**config.mk**
```make
export PLATFORM = sky130hd
export DESIGN_NAME = rtc_serial_master
export DESIGN_NICKNAME = d
export VERILOG_FILES = /design/src/rtl/rsm_pkg.sv /design/src/rtl/rsm_bit_engine.sv /design/src/rtl/rsm_shift_unit.sv /design/src/rtl/rsm_sequencer.sv /design/src/rtl/rtc_serial_master.sv
export SDC_FILE = /design/constraint.sdc
export NUM_CORES = 1
export LEC_CHECK = 0
export BUFFER_PORTS_ARGS = -buffer_cell sky130_fd_sc_hd__buf_2
export CAP_MARGIN = 10
export CORE_ASPECT_RATIO = 1.1
export CORE_MARGIN = 5
export CORE_UTILIZATION = 44
export CTS_CLUSTER_SIZE = 14
export DETAILED_ROUTE_END_ITERATION = 8
export PLACE_DENSITY = 0.67
export SKIP_LAST_GASP = 1
export SLEW_MARGIN = 20
export SYNTH_ARGS = -nofsm -noshare
export SYNTH_HDL_FRONTEND = slang
export SYNTH_SLANG_ARGS = --single-unit
```
**constraint.sdc**
```tcl
create_clock -name clk -period 1.7 [get_ports clk]
set_input_delay 0.17 -clock clk [delete_from_list [all_inputs] [get_ports clk]]
set_output_delay 0.17 -clock clk [all_outputs]
set_load 0.05 [all_outputs]
```
**src/rtl/rsm_pkg.sv**
```systemverilog
// Shared types for the bit-serial clock-chip master.
// Assumes: op code values are fixed by the host interface (see brief).
package rsm_pkg;

    typedef enum logic [1:0] {
        OP_WRITE  = 2'd0,
        OP_CMD    = 2'd1,
        OP_READ   = 2'd2,
        OP_RESYNC = 2'd3
    } rsm_op_e;

    typedef enum logic [2:0] {
        PH_IDLE,
        PH_SEL,
        PH_STB,
        PH_HOLD,
        PH_REL,
        PH_GAP
    } ph_state_e;

    typedef enum logic [1:0] {
        SQ_IDLE,
        SQ_ISSUE,
        SQ_WAIT
    } sq_state_e;

endpackage

```
**src/rtl/rsm_bit_engine.sv**
```systemverilog
// One framed bit cycle on the pins: select, strobe, release, gap.
// Assumes: go is a one-cycle pulse given only while the engine is idle;
// go_read and go_bit are valid with go. CLK_PER_US >= 1.
module rsm_bit_engine #(
    parameter int CLK_PER_US = 8
) (
    input  logic clk,
    input  logic rst_n,
    input  logic go,
    input  logic go_read,
    input  logic go_bit,
    input  logic dq_in,
    output logic sel_n,
    output logic wstb_n,
    output logic rstb_n,
    output logic dq_out,
    output logic dq_oe,
    output logic rx_bit,
    output logic rx_valid,
    output logic bit_done
);
    import rsm_pkg::*;

    localparam int CW = $clog2(CLK_PER_US + 1);
    localparam logic [CW-1:0] LAST = CW'(CLK_PER_US - 1);

    ph_state_e     state;
    logic [CW-1:0] cnt;
    logic          rd_q;
    logic          bit_q;
    logic          framed;

    // Phase sequencing and timing count for the current bit cycle.
    always_ff @(posedge clk) begin
        if (!rst_n) begin
            state    <= PH_IDLE;
            cnt      <= '0;
            rd_q     <= 1'b0;
            bit_q    <= 1'b1;
            rx_bit   <= 1'b0;
            rx_valid <= 1'b0;
            bit_done <= 1'b0;
        end else begin
            rx_valid <= 1'b0;
            bit_done <= 1'b0;
            case (state)
                PH_IDLE: begin
                    if (go) begin
                        rd_q  <= go_read;
                        bit_q <= go_bit;
                        state <= PH_SEL;
                    end
                end
                PH_SEL: begin
                    cnt   <= LAST;
                    state <= PH_STB;
                end
                PH_STB: begin
                    if (cnt == '0) begin
                        if (rd_q) begin
                            rx_bit   <= dq_in;
                            rx_valid <= 1'b1;
                            cnt      <= LAST;
                            state    <= PH_HOLD;
                        end else begin
                            state <= PH_REL;
                        end
                    end else begin
                        cnt <= cnt - 1'b1;
                    end
                end
                PH_HOLD: begin
                    if (cnt == '0) state <= PH_REL;
                    else           cnt   <= cnt - 1'b1;
                end
                PH_REL: begin
                    cnt   <= LAST;
                    state <= PH_GAP;
                end
                PH_GAP: begin
                    if (cnt == '0) begin
                        state    <= PH_IDLE;
                        bit_done <= 1'b1;
                    end else begin
                        cnt <= cnt - 1'b1;
                    end
                end
                default: state <= PH_IDLE;
            endcase
        end
    end

    // Pin levels decoded from the phase register.
    always_comb begin
        framed = (state == PH_SEL) || (state == PH_STB) ||
                 (state == PH_HOLD) || (state == PH_REL);
        sel_n  = !framed;
        wstb_n = !((state == PH_STB) && !rd_q);
        rstb_n = !(((state == PH_STB) || (state == PH_HOLD)) && rd_q);
        dq_oe  = !(framed && rd_q);
        dq_out = (framed && !rd_q) ? bit_q : 1'b1;
    end

endmodule

```
**src/rtl/rsm_shift_unit.sv**
```systemverilog
// Holds the latched address and write byte, picks the bit to send,
// and assembles received bits with the first one ending in bit 0.
// Assumes: load is a one-cycle pulse at transaction acceptance.
module rsm_shift_unit #(
    parameter int ADDR_W = 4,
    parameter int DATA_W = 8,
    parameter int IW     = 4
) (
    input  logic              clk,
    input  logic              rst_n,
    input  logic              load,
    input  logic [ADDR_W-1:0] addr,
    input  logic [DATA_W-1:0] wr_data,
    input  logic              data_ph,
    input  logic [IW-1:0]     idx,
    input  logic              rx_valid,
    input  logic              rx_en,
    input  logic              rx_bit,
    output logic              tx_bit,
    output logic [DATA_W-1:0] rx_word
);
    logic [ADDR_W-1:0] addr_q;
    logic [DATA_W-1:0] wdata_q;

    // Capture the request operands on acceptance.
    always_ff @(posedge clk) begin
        if (!rst_n) begin
            addr_q  <= '0;
            wdata_q <= '0;
        end else if (load) begin
            addr_q  <= addr;
            wdata_q <= wr_data;
        end
    end

    // Shift received bits in from the top so the first lands in bit 0.
    always_ff @(posedge clk) begin
        if (!rst_n) begin
            rx_word <= '0;
        end else if (rx_valid && rx_en) begin
            rx_word <= {rx_bit, rx_word[DATA_W-1:1]};
        end
    end

    // Select the outgoing bit, least significant first.
    always_comb begin
        tx_bit = 1'b1;
        if (data_ph) begin
            for (int i = 0; i < DATA_W; i++)
                if (int'(idx) == i) tx_bit = wdata_q[i];
        end else begin
            for (int i = 0; i < ADDR_W; i++)
                if (int'(idx) == i) tx_bit = addr_q[i];
        end
    end

endmodule

```
**src/rtl/rsm_sequencer.sv**
```systemverilog
// Transaction control: accepts a request, steps through the address and
// data phases bit by bit, and raises done at the end.
// Assumes: bit_done arrives once per go; starts while busy are dropped.
module rsm_sequencer #(
    parameter int          ADDR_W      = 4,
    parameter int          DATA_W      = 8,
    parameter int          RESYNC_BITS = 8,
    parameter int          IW          = 4,
    parameter logic [ADDR_W-1:0] CMD_MASK  = 4'hC,
    parameter logic [ADDR_W-1:0] CMD_MATCH = 4'hC
) (
    input  logic              clk,
    input  logic              rst_n,
    input  logic              start,
    input  logic [1:0]        op,
    input  logic [ADDR_W-1:0] addr,
    input  logic              bit_done,
    output logic              busy,
    output logic              done,
    output logic              load,
    output logic              go,
    output logic              go_read,
    output logic              data_ph,
    output logic [IW-1:0]     idx,
    output logic              rx_en
);
    import rsm_pkg::*;

    sq_state_e st;
    rsm_op_e   op_q;
    logic      with_data;
    logic [IW-1:0] last_idx;

    function automatic logic is_cmd(input logic [ADDR_W-1:0] a);
        return (a & CMD_MASK) == CMD_MATCH;
    endfunction

    // Index of the final bit in the current phase.
    always_comb begin
        if (!data_ph)                last_idx = IW'(ADDR_W - 1);
        else if (op_q == OP_RESYNC)  last_idx = IW'(RESYNC_BITS - 1);
        else                         last_idx = IW'(DATA_W - 1);
    end

    // Request acceptance and phase / bit stepping.
    always_ff @(posedge clk) begin
        if (!rst_n) begin
            st        <= SQ_IDLE;
            op_q      <= OP_WRITE;
            with_data <= 1'b0;
            data_ph   <= 1'b0;
            idx       <= '0;
            done      <= 1'b0;
        end else begin
            done <= 1'b0;
            case (st)
                SQ_IDLE: begin
                    if (start) begin
                        op_q      <= rsm_op_e'(op);
                        with_data <= (rsm_op_e'(op) == OP_READ) ||
                                     ((rsm_op_e'(op) == OP_WRITE) && !is_cmd(addr));
                        data_ph   <= (rsm_op_e'(op) == OP_RESYNC);
                        idx       <= '0;
                        st        <= SQ_ISSUE;
                    end
                end
                SQ_ISSUE: st <= SQ_WAIT;
                SQ_WAIT: begin
                    if (bit_done) begin
                        if (idx == last_idx) begin
                            if (!data_ph && with_data) begin
                                data_ph <= 1'b1;
                                idx     <= '0;
                                st      <= SQ_ISSUE;
                            end else begin
                                st   <= SQ_IDLE;
                                done <= 1'b1;
                            end
                        end else begin
                            idx <= idx + 1'b1;
                            st  <= SQ_ISSUE;
                        end
                    end
                end
                default: st <= SQ_IDLE;
            endcase
        end
    end

    // Control strobes derived from the sequencing state.
    always_comb begin
        busy    = (st != SQ_IDLE);
        load    = (st == SQ_IDLE) && start;
        go      = (st == SQ_ISSUE);
        go_read = data_ph && ((op_q == OP_READ) || (op_q == OP_RESYNC));
        rx_en   = (op_q == OP_READ);
    end

endmodule

```
**src/rtl/rtc_serial_master.sv**
```systemverilog
// Top: host request interface to the bit-serial clock-chip pins.
// Assumes: dq_in is synchronous to clk or externally synchronised; the
// pad combines dq_out/dq_oe into the bidirectional pin.
module rtc_serial_master #(
    parameter int CLK_PER_US  = 8,
    parameter int ADDR_W      = 4,
    parameter int DATA_W      = 8,
    parameter int RESYNC_BITS = 8,
    parameter logic [ADDR_W-1:0] CMD_MASK  = 4'hC,
    parameter logic [ADDR_W-1:0] CMD_MATCH = 4'hC
) (
    input  logic              clk,
    input  logic              rst_n,
    input  logic              start,
    input  logic [1:0]        op,
    input  logic [ADDR_W-1:0] addr,
    input  logic [DATA_W-1:0] wr_data,
    output logic              busy,
    output logic              done,
    output logic [DATA_W-1:0] rd_data,
    output logic              sel_n,
    output logic              wstb_n,
    output logic              rstb_n,
    output logic              dq_out,
    output logic              dq_oe,
    input  logic              dq_in
);
    localparam int MAXB = (ADDR_W > DATA_W) ?
                          ((ADDR_W > RESYNC_BITS) ? ADDR_W : RESYNC_BITS) :
                          ((DATA_W > RESYNC_BITS) ? DATA_W : RESYNC_BITS);
    localparam int IW = $clog2(MAXB + 1);

    logic          load, go, go_read, data_ph, rx_en;
    logic [IW-1:0] idx;
    logic          tx_bit, rx_bit, rx_valid, bit_done;

    rsm_sequencer #(
        .ADDR_W(ADDR_W), .DATA_W(DATA_W), .RESYNC_BITS(RESYNC_BITS),
        .IW(IW), .CMD_MASK(CMD_MASK), .CMD_MATCH(CMD_MATCH)
    ) u_seq (
        .clk(clk), .rst_n(rst_n), .start(start), .op(op), .addr(addr),
        .bit_done(bit_done), .busy(busy), .done(done), .load(load),
        .go(go), .go_read(go_read), .data_ph(data_ph), .idx(idx),
        .rx_en(rx_en)
    );

    rsm_shift_unit #(
        .ADDR_W(ADDR_W), .DATA_W(DATA_W), .IW(IW)
    ) u_shift (
        .clk(clk), .rst_n(rst_n), .load(load), .addr(addr),
        .wr_data(wr_data), .data_ph(data_ph), .idx(idx),
        .rx_valid(rx_valid), .rx_en(rx_en), .rx_bit(rx_bit),
        .tx_bit(tx_bit), .rx_word(rd_data)
    );

    rsm_bit_engine #(
        .CLK_PER_US(CLK_PER_US)
    ) u_bit (
        .clk(clk), .rst_n(rst_n), .go(go), .go_read(go_read),
        .go_bit(tx_bit), .dq_in(dq_in), .sel_n(sel_n), .wstb_n(wstb_n),
        .rstb_n(rstb_n), .dq_out(dq_out), .dq_oe(dq_oe), .rx_bit(rx_bit),
        .rx_valid(rx_valid), .bit_done(bit_done)
    );

endmodule

```
# After elaboration in Yosys (flattened, before gate mapping)
# Index checks and enable logic that the tools add are counted.
classes:
  multipliers: 0
  bitwise: 0
  magnitude_cmp: 0
  n_div: 0
  shift: 0
  eq_ne: 31
  n_reduce_logical: 43
  n_mux: 43
  addsub: 2
op_table:
  columns: ["op", "count"]
  rows:
  - ["$mux W4", 7]
  - ["$mux W1", 23]
  - ["$mux W3", 6]
  - ["$pmux W3 S6", 1]
  - ["$eq A4 B4 Y1 const B", 4]
  - ["$eq A2 B2 Y1 const B", 6]
  - ["$ne A2 B1 Y1 const B", 6]
  - ["$pmux W4 S3", 1]
  - ["$reduce_and A4 Y1", 3]
  - ["$logic_and A1 B1 Y1", 9]
  - ["$reduce_and A3 Y1", 3]
  - ["$eq A4 B3 Y1 const B", 2]
  - ["$logic_not A4 Y1", 2]
  - ["$pmux W4 S2", 1]
  - ["$reduce_and A2 Y1", 4]
  - ["$logic_not A1 Y1", 7]
  - ["$eq A3 B2 Y1 const B", 2]
  - ["$eq A3 B3 Y1 const B", 2]
  - ["$logic_or A1 B1 Y1", 6]
  - ["$ne A2 B2 Y1 const B", 3]
  - ["$pmux W2 S3", 1]
  - ["$reduce_and A5 Y1", 1]
  - ["$add A4 B1 Y4 const B", 1]
  - ["$eq A4 B2 Y1 const B", 1]
  - ["other kinds (13)", 17]
totals:
  wordCells: 135
  latchBits: 0
  register_bits: 43
  out_inout_bits: 15
  ram_bits: 0
  mem_bits_ro: 0
  memories: 0

# Depth between registers and ports, before layout
# Gate-level depths: netlist of the first run.
depth:
  word_depth: 10
  ltp_mapped: 7
  depth_no_buf: 7

# Cells and area by module
# A second synthesis of the first run with hierarchy kept.
hier_totals:
  hier_cells: 241
  hier_area_um2: 2145.8
modules_own_cells:
  columns: ["module", "area_per_inst_um2", "n_inst", "cells_per_inst"]
  rows:
  - ["rsm_shift_unit", 884.6, 1, 90]
  - ["rsm_bit_engine", 711.9, 1, 81]
  - ["rsm_sequencer", 549.3, 1, 70]

# Worst setup path before layout of the first run
# Ideal clock, no wire load.
synth_path:
  kind: "register to output"
  startpoint: "register u_bit.state[0]"
  endpoint: "output dq_out"
  path_stages_with_launch: 5
  path_buffers: 1
  t_arrival_ns: 2.019
  setup_slack_ns: -0.489
  required_ns: 1.530
  path_cell_list: "dfxtp_1 > clkbuf_1 > nor2_1 > xor2_1 > or3_1"
synth_between:
  elab_chain_len: 6
  elab_cells_between_ends: 9
synth_lines:
  columns: ["element", "line_no", "text"]
  rows:
  - ["from (decl)", "rsm_bit_engine.sv:27", "ph_state_e state;"]
  - ["from (signal assigned)", "rsm_bit_engine.sv:36", "state <= PH_IDLE;"]
  - ["from (signal assigned)", "rsm_bit_engine.sv:51", "state <= PH_SEL;"]
  - ["from (signal assigned)", "rsm_bit_engine.sv:56", "state <= PH_STB;"]
  - ["$eq A3 B1 Y1 / $eq A3 B2 Y1 (equally long branches)", "rsm_bit_engine.sv:95", "framed = (state == PH_SEL) || (state == PH_STB) ||"]
  - ["$logic_or A1 B1 Y1 (2 in a row)", "rsm_bit_engine.sv:95", null]
  - ["$logic_or A1 B1 Y1 (*)", "rsm_bit_engine.sv:96", "(state == PH_HOLD) || (state == PH_REL);"]
  - ["$logic_and A1 B1 Y1 (*)", "rsm_bit_engine.sv:101", "dq_out = (framed && !rd_q) ? bit_q : 1'b1;"]
  - ["$mux W1 (*)", "rsm_bit_engine.sv:101", null]
  - ["to (decl)", "rtc_serial_master.sv:24", "output logic dq_out,"]
# Every way passes the cells marked *; elsewhere a longest branch is shown, timed or not.

# Worst setup path after layout of the first run
layout_path:
  startpoint: "register u_seq.idx[0]"
  endpoint: "register u_bit.bit_q"
layout_between:
  elab_chain_len: 10
  elab_cells_between_ends: 21
layout_lines:
  columns: ["element", "line_no", "text"]
  rows:
  - ["from (decl)", "rsm_sequencer.sv:24", "output logic [IW-1:0] idx,"]
  - ["from (signal assigned)", "rsm_sequencer.sv:80", "idx <= idx + 1'b1;"]
  - ["$logic_not A4 Y1", "rsm_shift_unit.sv:50, rsm_shift_unit.sv:53", null]
  - ["$mux W1 (8 in a row)", "rsm_shift_unit.sv:50", "if (int'(idx) == i) tx_bit = wdata_q[i];"]
  - ["$mux W1 (*)", "rsm_shift_unit.sv:48", "if (data_ph) begin"]
  - ["to (signal assigned)", "rsm_bit_engine.sv:50", "bit_q <= go_bit;"]
  - ["to (decl)", "rsm_bit_engine.sv:30", "logic bit_q;"]
# Marks and branches as above.
# A chain may end at the register's enable or synchronous reset.

==> summary.md, run 1 <==
| Metric | Value |
|---|---|
| IO Pins | 33 |
| Final Hold Vio Count | 0 |
| Largest net degree at the start of global routing | 20 |
| Layout filler cell count | 457 |
| Top-area cell type share of the netlist area | 41.3% |
| Synth warnings | 0 |
| Synth Flop Type | dfxtp_1 |
| Min-delay worst type | input pin to flip-flop |
| Cts hold-fix bufs | 0 |
| Post-route cell area | 2550 sq um |
| Fin crit period | 1.66 ns |
| Status | completed |
| Maxcap violations | 0 |
| Vias | 1871 |
| Async SR Flop Fraction | 0% |
| Final wirelength | 4830 um |
| CP Cell Sequence | inv_4, ha_4, or3b_1, a31oi_1, o311ai_1, a211oi_1, o21ai_1 |
| RSZ-0062 raised after global routing | yes |
| Die Ht | 82.2 um |
| Yosys reg bits | 43 |
| Largest delay share family, worst path | compound AO/OA/AOI/OAI gates |
| Row cnt | 26 |
| Placed Cells | 351 |
| CP max stage delay | 0.38 ns |
| Die area | 6220 sq um |
| Top-count cell post-synth | nand2_1 |
| Syn_nets | 283 |
| WP data arrival | 1.84 ns |
| Clk root buf | clkbuf_8 |
| Synth top cells by count | nand2_1 (45), dfxtp_1 (43), a21oi_1 (27) |
| Clock latency on the worst-skew pair | 0.30 ns |
| Post-CTS Setup Bufs | 0 |
| Crit path kind | flip-flop to flip-flop |
| Core Region | 4620 sq um |
| Ratio of cells with drive above 1 in the final layout | 24.4% |
| Via-per-instance ratio | 5.21 |
| First-pass GRT wire length | 7950 um |
| Setup Slack @ Placement | -0.0582 ns |
| Total GRT Usage | 16.7% |
| Placed Area | 2400 sq um |
| Post-route DRC | 0 |
| Synth cell types | 46 |
| Synth-to-layout area growth | 22.3% |
| Leakage | 0.00111 uW |
| Peak supply drop | 0.000847 V |
| CP max stage cell | dfxtp_4 |
| Post-synth EDFFs | 0 |
| CP bufs+invs | 1 |
| Tightest Pin Transition | 0.613 ns |
| Syn Area/Cell | 8.02 sq um |
| ANT nets after route | 0 |
| Sequential share of the synthesized area | 41.3% |
| Synth Instances | 260 |
| CTS buffer count | 5 |
| Wirelength per Cell | 13.5 um |
| Period utilization | 97.6% |
| Rel. slew slack | 59.1% |
| PortBufs | 32 |
| # H-tree levels | 2 |
| Clk sink count | 43 |
| CP Launch Type | flip-flop |
| Total gr overflow | 0 |
| DRT iter0 DRCs | 44 |
| Synth top area cells | dfxtp_1 (41%), nand2_1 (8.1%), a21oi_1 (6.5%) |
| Worst-path clk slew | 0.08 ns |
| Pwr dens | 1110 nW/um^2 |
| Setup_tns | 0 ns |
| Initial core utilization | 45.1% |
| Final worst setup slack | 0.0408 ns |
| Final setup fails | 0 |
| Max Clk Rate | 0.603 GHz |
| Layout Nets | 325 |
| Number of global-route vias before repair | 1746 |
| Req. time, crit path | 1.88 ns |
| Non-filler instance count after layout | 359 |
| CTS tree | done |
| Area leader, netlist | dfxtp_1 |
| Horiz. Die Dim | 75.6 um |
| Ant diodes | 0 |
| Drt pass-1 iters | 4 |
| Slew Viols, Final | 0 |
| Initial antenna violation count | 0 |
| Worst-case clock buffer depth | 2 |
| Netlist Area Pre-Place | 2080 sq um |
| Clock skew | 0.00626 ns |
| RePlAce Congestion | 0.807 |
| Max FO, Critical Path | 4 |
| Final HPWL DP | 3500 um |
| CP endpoint kind | flip-flop |
flip-flops by register name, indices dropped and copies added (netlist names), 2 cells and up:
| signal | count |
|---|---|
| u_seq.st | 2 |
| u_shift.addr_q | 4 |
| u_shift.rx_word | 8 |
| u_seq.op_q | 2 |
| u_seq.idx | 4 |
| u_shift.wdata_q | 8 |
| u_bit.state | 3 |
| u_bit.cnt | 4 |
layer usage:
layer	global-route usage [%]	routed length, um	share of wire (%)
met4	5.24	55	1.1
met3	4.00	176	3.6
met2	29.4	2460	51
met5	0	0	0
met1	19.7	2140	44
final timing paths:
check / cells after the start / slack [ns] / start / endpoint
setup / recovery: 7 / 0.04 / u_seq.idx[0]$_SDFFE_PN0P_ / u_bit.bit_q$_SDFFE_PN1P_
hold / removal: 3 / 0.10 / wr_data[0] / u_shift.wdata_q[0]$_SDFFE_PN0P_
setup reg to reg: 7 / 0.04 / u_seq.idx[0]$_SDFFE_PN0P_ / u_bit.bit_q$_SDFFE_PN1P_
hold reg to reg: 2 / 0.46 / u_shift.wdata_q[1]$_SDFFE_PN0P_ / u_shift.wdata_q[1]$_SDFFE_PN0P_
timing repair:
item	CTS	global route
endpoints found under the hold margin	0	0
pin swaps	4	2
resized for setup	14	5
setup endpoints to repair	5	7
layout make-up:
cell class / instances / area (sq um) / area share (%)
multi-input cells: 191 / 1190 / 46.9
flip-flops and latches: 43 / 871 / 34.2
well taps: 56 / 70.1 / 2.75
inverters: 14 / 55.1 / 2.16
clock buffers: 6 / 72.6 / 2.85
repair buffers: 47 / 273 / 10.7
clock inverters: 2 / 12.5 / 0.491
placed cells by master, fill, tap and decap left out, types with 3 or more instances in the layout:
master    count
a211oi_1      5
nand2b_1      8
dfxtp_2       5
o21ai_0       3
nand3_1       6
clkbuf_8      5
and3_1        3
dfxtp_1      37
xor2_1        3
a21oi_1      27
buf_4        15
inv_1        12
mux2i_1      10
a21o_1        3
o21ai_1       8
nor3_1        3
nor2_1       21
ha_4          3
or3b_1        3
buf_2        32
nand2_1      44
worst register-to-register path: stages (launching register included):
cell,delay (ns)
dfxtp_4,0.38
inv_4,0.08
ha_4,0.14
or3b_1,0.35
a31oi_1,0.19
o311ai_1,0.11
a211oi_1,0.23
o21ai_1,0.07
cells by family (layout without fill, tap and decap cells):
group | after synthesis | after routing | synth area share [%]
simple gates | 106 | 106 | 24.1
compound gates | 65 | 65 | 19.6
flops | 43 | 43 | 41.3
buf+inv | 26 | 69 | 5.04
mux | 10 | 10 | 4.80
fa+ha+maj | 5 | 5 | 3.00
xor+xnor | 5 | 5 | 2.10
power by group:
group,leakage (uW),internal (uW),switching [uW]
clock network,0.0000412,287,354
registers,0.000353,1100,91.5
logic,0.000711,413,583
total,0.00111,1800,1030
through the flow:
stage	hold slack, ns	power [uW]	util (%)
global placement	0.413	2170	52.0
finish	0.103	2830	55.2
floorplan	0.306	1900	-
CTS	0.0938	2850	54.8
global route	0.0997	3010	55.2
detailed placement	0.415	2180	52.0
No activity file was read; power rests on OpenSTA's default activity.
==> run 2: changes to the inputs <==
--- a/config.mk
+++ b/config.mk
@@ -8,13 +8,14 @@
 export BUFFER_PORTS_ARGS = -buffer_cell sky130_fd_sc_hd__buf_2
 export CAP_MARGIN = 10
 export CORE_ASPECT_RATIO = 1.1
-export CORE_MARGIN = 5
-export CORE_UTILIZATION = 44
+export CORE_MARGIN = 1
+export CORE_UTILIZATION = 47
 export CTS_CLUSTER_SIZE = 14
 export DETAILED_ROUTE_END_ITERATION = 8
-export PLACE_DENSITY = 0.67
+export PLACE_DENSITY = 0.71
 export SKIP_LAST_GASP = 1
 export SLEW_MARGIN = 20
 export SYNTH_ARGS = -nofsm -noshare
 export SYNTH_HDL_FRONTEND = slang
+export SYNTH_HIERARCHICAL = 1
 export SYNTH_SLANG_ARGS = --single-unit
==> run 2 against run 1 <==
Non-clock buffer count down 4. Combinational power down 13%. Critical endpoint is now u_bit/bit_q$_SDFFE_PN1P_. Routed wire length down 11%. Sequential cell count unchanged. Critical path depth down 2. Final area down 0.74%. Via count down 3.0%. Critical path type unchanged. Worst setup slack better by 0.052 ns. Die area down 22%. Clock skew down 0.0032 ns. Maximum frequency up 3.2%.
==> summary.md, run 2 <==
| Metric | Value |
|---|---|
| Status | completed |
| Met1 usage | 24.3% (+4.6 points) |
| Global route hottest layer | met2 |
| Netlist Area Pre-Place | 2150 sq um (+2.9%) |
| Clock skew | 0.00305 ns (-0.00321 ns) |
| Via-per-instance ratio | 5.42 (+4.0%) |
| GRT met3 Usage | 4.69% (+0.69 points) |
| Die area | 4840 sq um (-22%) |
| Total GRT Usage | 19.6% (+3.0 points) |
| CP Launch Type | flip-flop |
| Final HPWL DP | 3100 um (-11%) |
| Period utilization | 94.6% (-3.0 points) |
| Final Hold Vio Count | 0 (unchanged) |
| CTS tree | done |
| Fin crit period | 1.61 ns (-0.0518 ns) |
| Leakage | 0.00103 uW (-7.1%) |
| Max Clk Rate | 0.622 GHz (+3.2%) |
| IO Pins | 33 (unchanged) |
| Max FO, Critical Path | 2 (-2) |
| GR Util met2 | 32.0% (+2.5 points) |
| Post-route cell area | 2530 sq um (-0.74%) |
| DRT iter0 DRCs | 79 (+80%) |
| Initial antenna violation count | 0 (unchanged) |
| # H-tree levels | 2 (unchanged) |
| First-pass GRT wire length | 7130 um (-10%) |
| Syn_nets | 261 (-7.8%) |
| Ratio of cells with drive above 1 in the final layout | 24.2% (-0.22 points) |
| Post-synth EDFFs | 0 (unchanged) |
| Req. time, crit path | 1.90 ns (+0.02 ns) |
| Synth warnings | 6 (+6) |
| Leading cell types in the layout, fill and taps excluded | dfxtp_1 (42), buf_2 (32), nand2_1 (26) |
| Placed Area | 2420 sq um (+0.94%) |
| Sequential share of the synthesized area | 40.1% (-1.2 points) |
| Post-route DRC | 0 (unchanged) |
| Pwr dens | 1070 nW/um^2 (-3.9%) |
| Wirelength per Cell | 12.8 um (-4.8%) |
| RSZ-0062 raised after global routing | no |
| Area leader, netlist | dfxtp_1 |
| Synth Instances | 241 (-7.3%) |
| Clk root buf | clkbuf_8 |
| Biggest regs | u_shift/rx_word: 8 flops, u_shift/wdata_q: 8 flops |
| Ant diodes | 0 (unchanged) |
| Async SR Flop Fraction | 0% (unchanged) |
| Cts hold-fix bufs | 0 (unchanged) |
| Syn Area/Cell | 8.90 sq um (+11%) |
| Die Ht | 72.9 um (-11%) |
| Min-delay worst type | input pin to flip-flop |
| Synth top cells by count | dfxtp_1 (43), nand2_1 (26), nor2b_1 (20) |
| Synth top area cells | dfxtp_1 (40%), mux2i_1 (7.5%), nor2b_1 (5.8%) |
| Drt pass-1 iters | 4 (unchanged) |
| Largest net degree at the start of global routing | 23 (+15%) |
| Worst-case clock buffer depth | 2 (unchanged) |
| Clk sink count | 43 (unchanged) |
| Slew Viols, Final | 0 (unchanged) |
| Yosys reg bits | 43 (unchanged) |
| Worst hold slack | 0.105 ns (+0.00156 ns) |
| Row cnt | 25 (-3.8%) |
| PortBufs | 32 (unchanged) |
| Total gr overflow | 0 (unchanged) |
| Maxcap violations | 0 (unchanged) |
| Crit path kind | flip-flop to flip-flop |
| Horiz. Die Dim | 66.4 um (-12%) |
| Top-count cell post-synth | dfxtp_1 |
| Synth Flop Type | dfxtp_1 |
| Vias | 1815 (-3.0%) |
| Clock latency on the worst-skew pair | 0.30 ns (about the same) |
| Tightest Pin Transition | 0.396 ns (-0.217 ns) |
| Initial core utilization | 49.4% (+4.2 points) |
| Setup_tns | 0 ns (unchanged) |
| Peak supply drop | 0.000632 V (-25%) |
| Rel. slew slack | 73.5% (+14 points) |
| Number of global-route vias before repair | 1604 (-8.1%) |
| Commonest non-fill, non-tap cell in the layout | dfxtp_1 |
| CTS buffer count | 5 (unchanged) |
| Core Region | 4350 sq um (-5.9%) |
| Synth-to-layout area growth | 17.9% |
| Final setup fails | 0 (unchanged) |
| Layout filler cell count | 439 (-3.9%) |
| RePlAce Congestion | 0.804 (-0.37%) |
| WP data arrival | 1.81 ns (-0.03 ns) |
| Final wirelength | 4290 um (-11%) |
| Top-area cell type share of the netlist area | 40.1% (-1.2 points) |
| Worst-path clk slew | 0.09 ns (about the same) |
| ANT nets after route | 0 (unchanged) |
| Synth cell types | 52 (+13%) |
| CP endpoint kind | flip-flop |
| Layout Nets | 300 (-7.7%) |
==> run 2: stage by stage <==
stage	utilization (%)	cells	setup slack (ns)	power [uW]
2_1_floorplan	-	241	0.00945	1840
3_3_place_gp	55.7	326	0.122	2000
3_5_place_dp	55.7	326	0.0927	2010
4_1_cts	57.9	334	0.0171	2690
5_1_grt	58.2	335	0.0103	2850
6_report	58.2	335	0.0926	2700
==> run 2: report_power, final <==
part	total [uW]	leakage, uW	internal [uW]	switching (uW)
clock	681	0.0000408	294	387
sequential	1150	0.000351	1080	71.4
combinational	867	0.000636	397	470
total	2700	0.00103	1770	928
==> run 2: cell families after synthesis <==
logic type | after synthesis | synth area share (%)
buf+inv | 19 | 4.08
flops | 43 | 40.1
simple gates | 110 | 28.3
xor+xnor | 3 | 1.22
fa+ha+maj | 2 | 1.17
mux | 19 | 9.56
compound gates | 45 | 15.6
==> run 2: critical path, stage by stage (launching register included) <==
cell     delay, ns
dfxtp_2       0.35
mux4_2        0.48
nor2b_1       0.14
o32a_1        0.34
mux2i_1       0.13
nand2_1       0.06
==> run 2: per-layer routing <==
layer	up-vias	wire [um]	part of all wire, %
met2	28	2040	48
met1	853	2020	47
met4	0	82	1.9
met3	8	147	3.4
li1	926	-	-
met5	-	0	0
==> run 2: layout make-up <==
class | count | area (sq um) | area share (%)
Inverter | 8 | 30.0 | 1.19
Multi-Input combinational cell | 179 | 1220 | 48.2
Clock inverter | 3 | 23.8 | 0.940
Clock buffer | 5 | 68.8 | 2.72
Timing Repair Buffer | 43 | 259 | 10.2
Tap cell | 54 | 67.6 | 2.67
Sequential cell | 43 | 862 | 34.1
==> run 2: path summary, 6_finish.rpt <==
kind | endpoint | depth (start not counted) | from | slack (ns)
setup / recovery | u_bit/bit_q$_SDFFE_PN1P_ | 5 | u_seq/idx[0]$_SDFFE_PN0P_ | 0.09
hold / removal | u_bit/rx_bit$_SDFFE_PN0P_ | 3 | dq_in | 0.10
setup reg to reg | u_bit/bit_q$_SDFFE_PN1P_ | 5 | u_seq/idx[0]$_SDFFE_PN0P_ | 0.09
hold reg to reg | u_shift/rx_word[0]$_SDFFE_PN0P_ | 2 | u_shift/rx_word[0]$_SDFFE_PN0P_ | 0.47
==> run 2: timing repair <==
item / CTS / global route
gates resized for setup: 0 / 2
setup endpoints to repair: 0 / 6
hold endpoints to repair: 0 / 0
setup buffers: 0 / 1
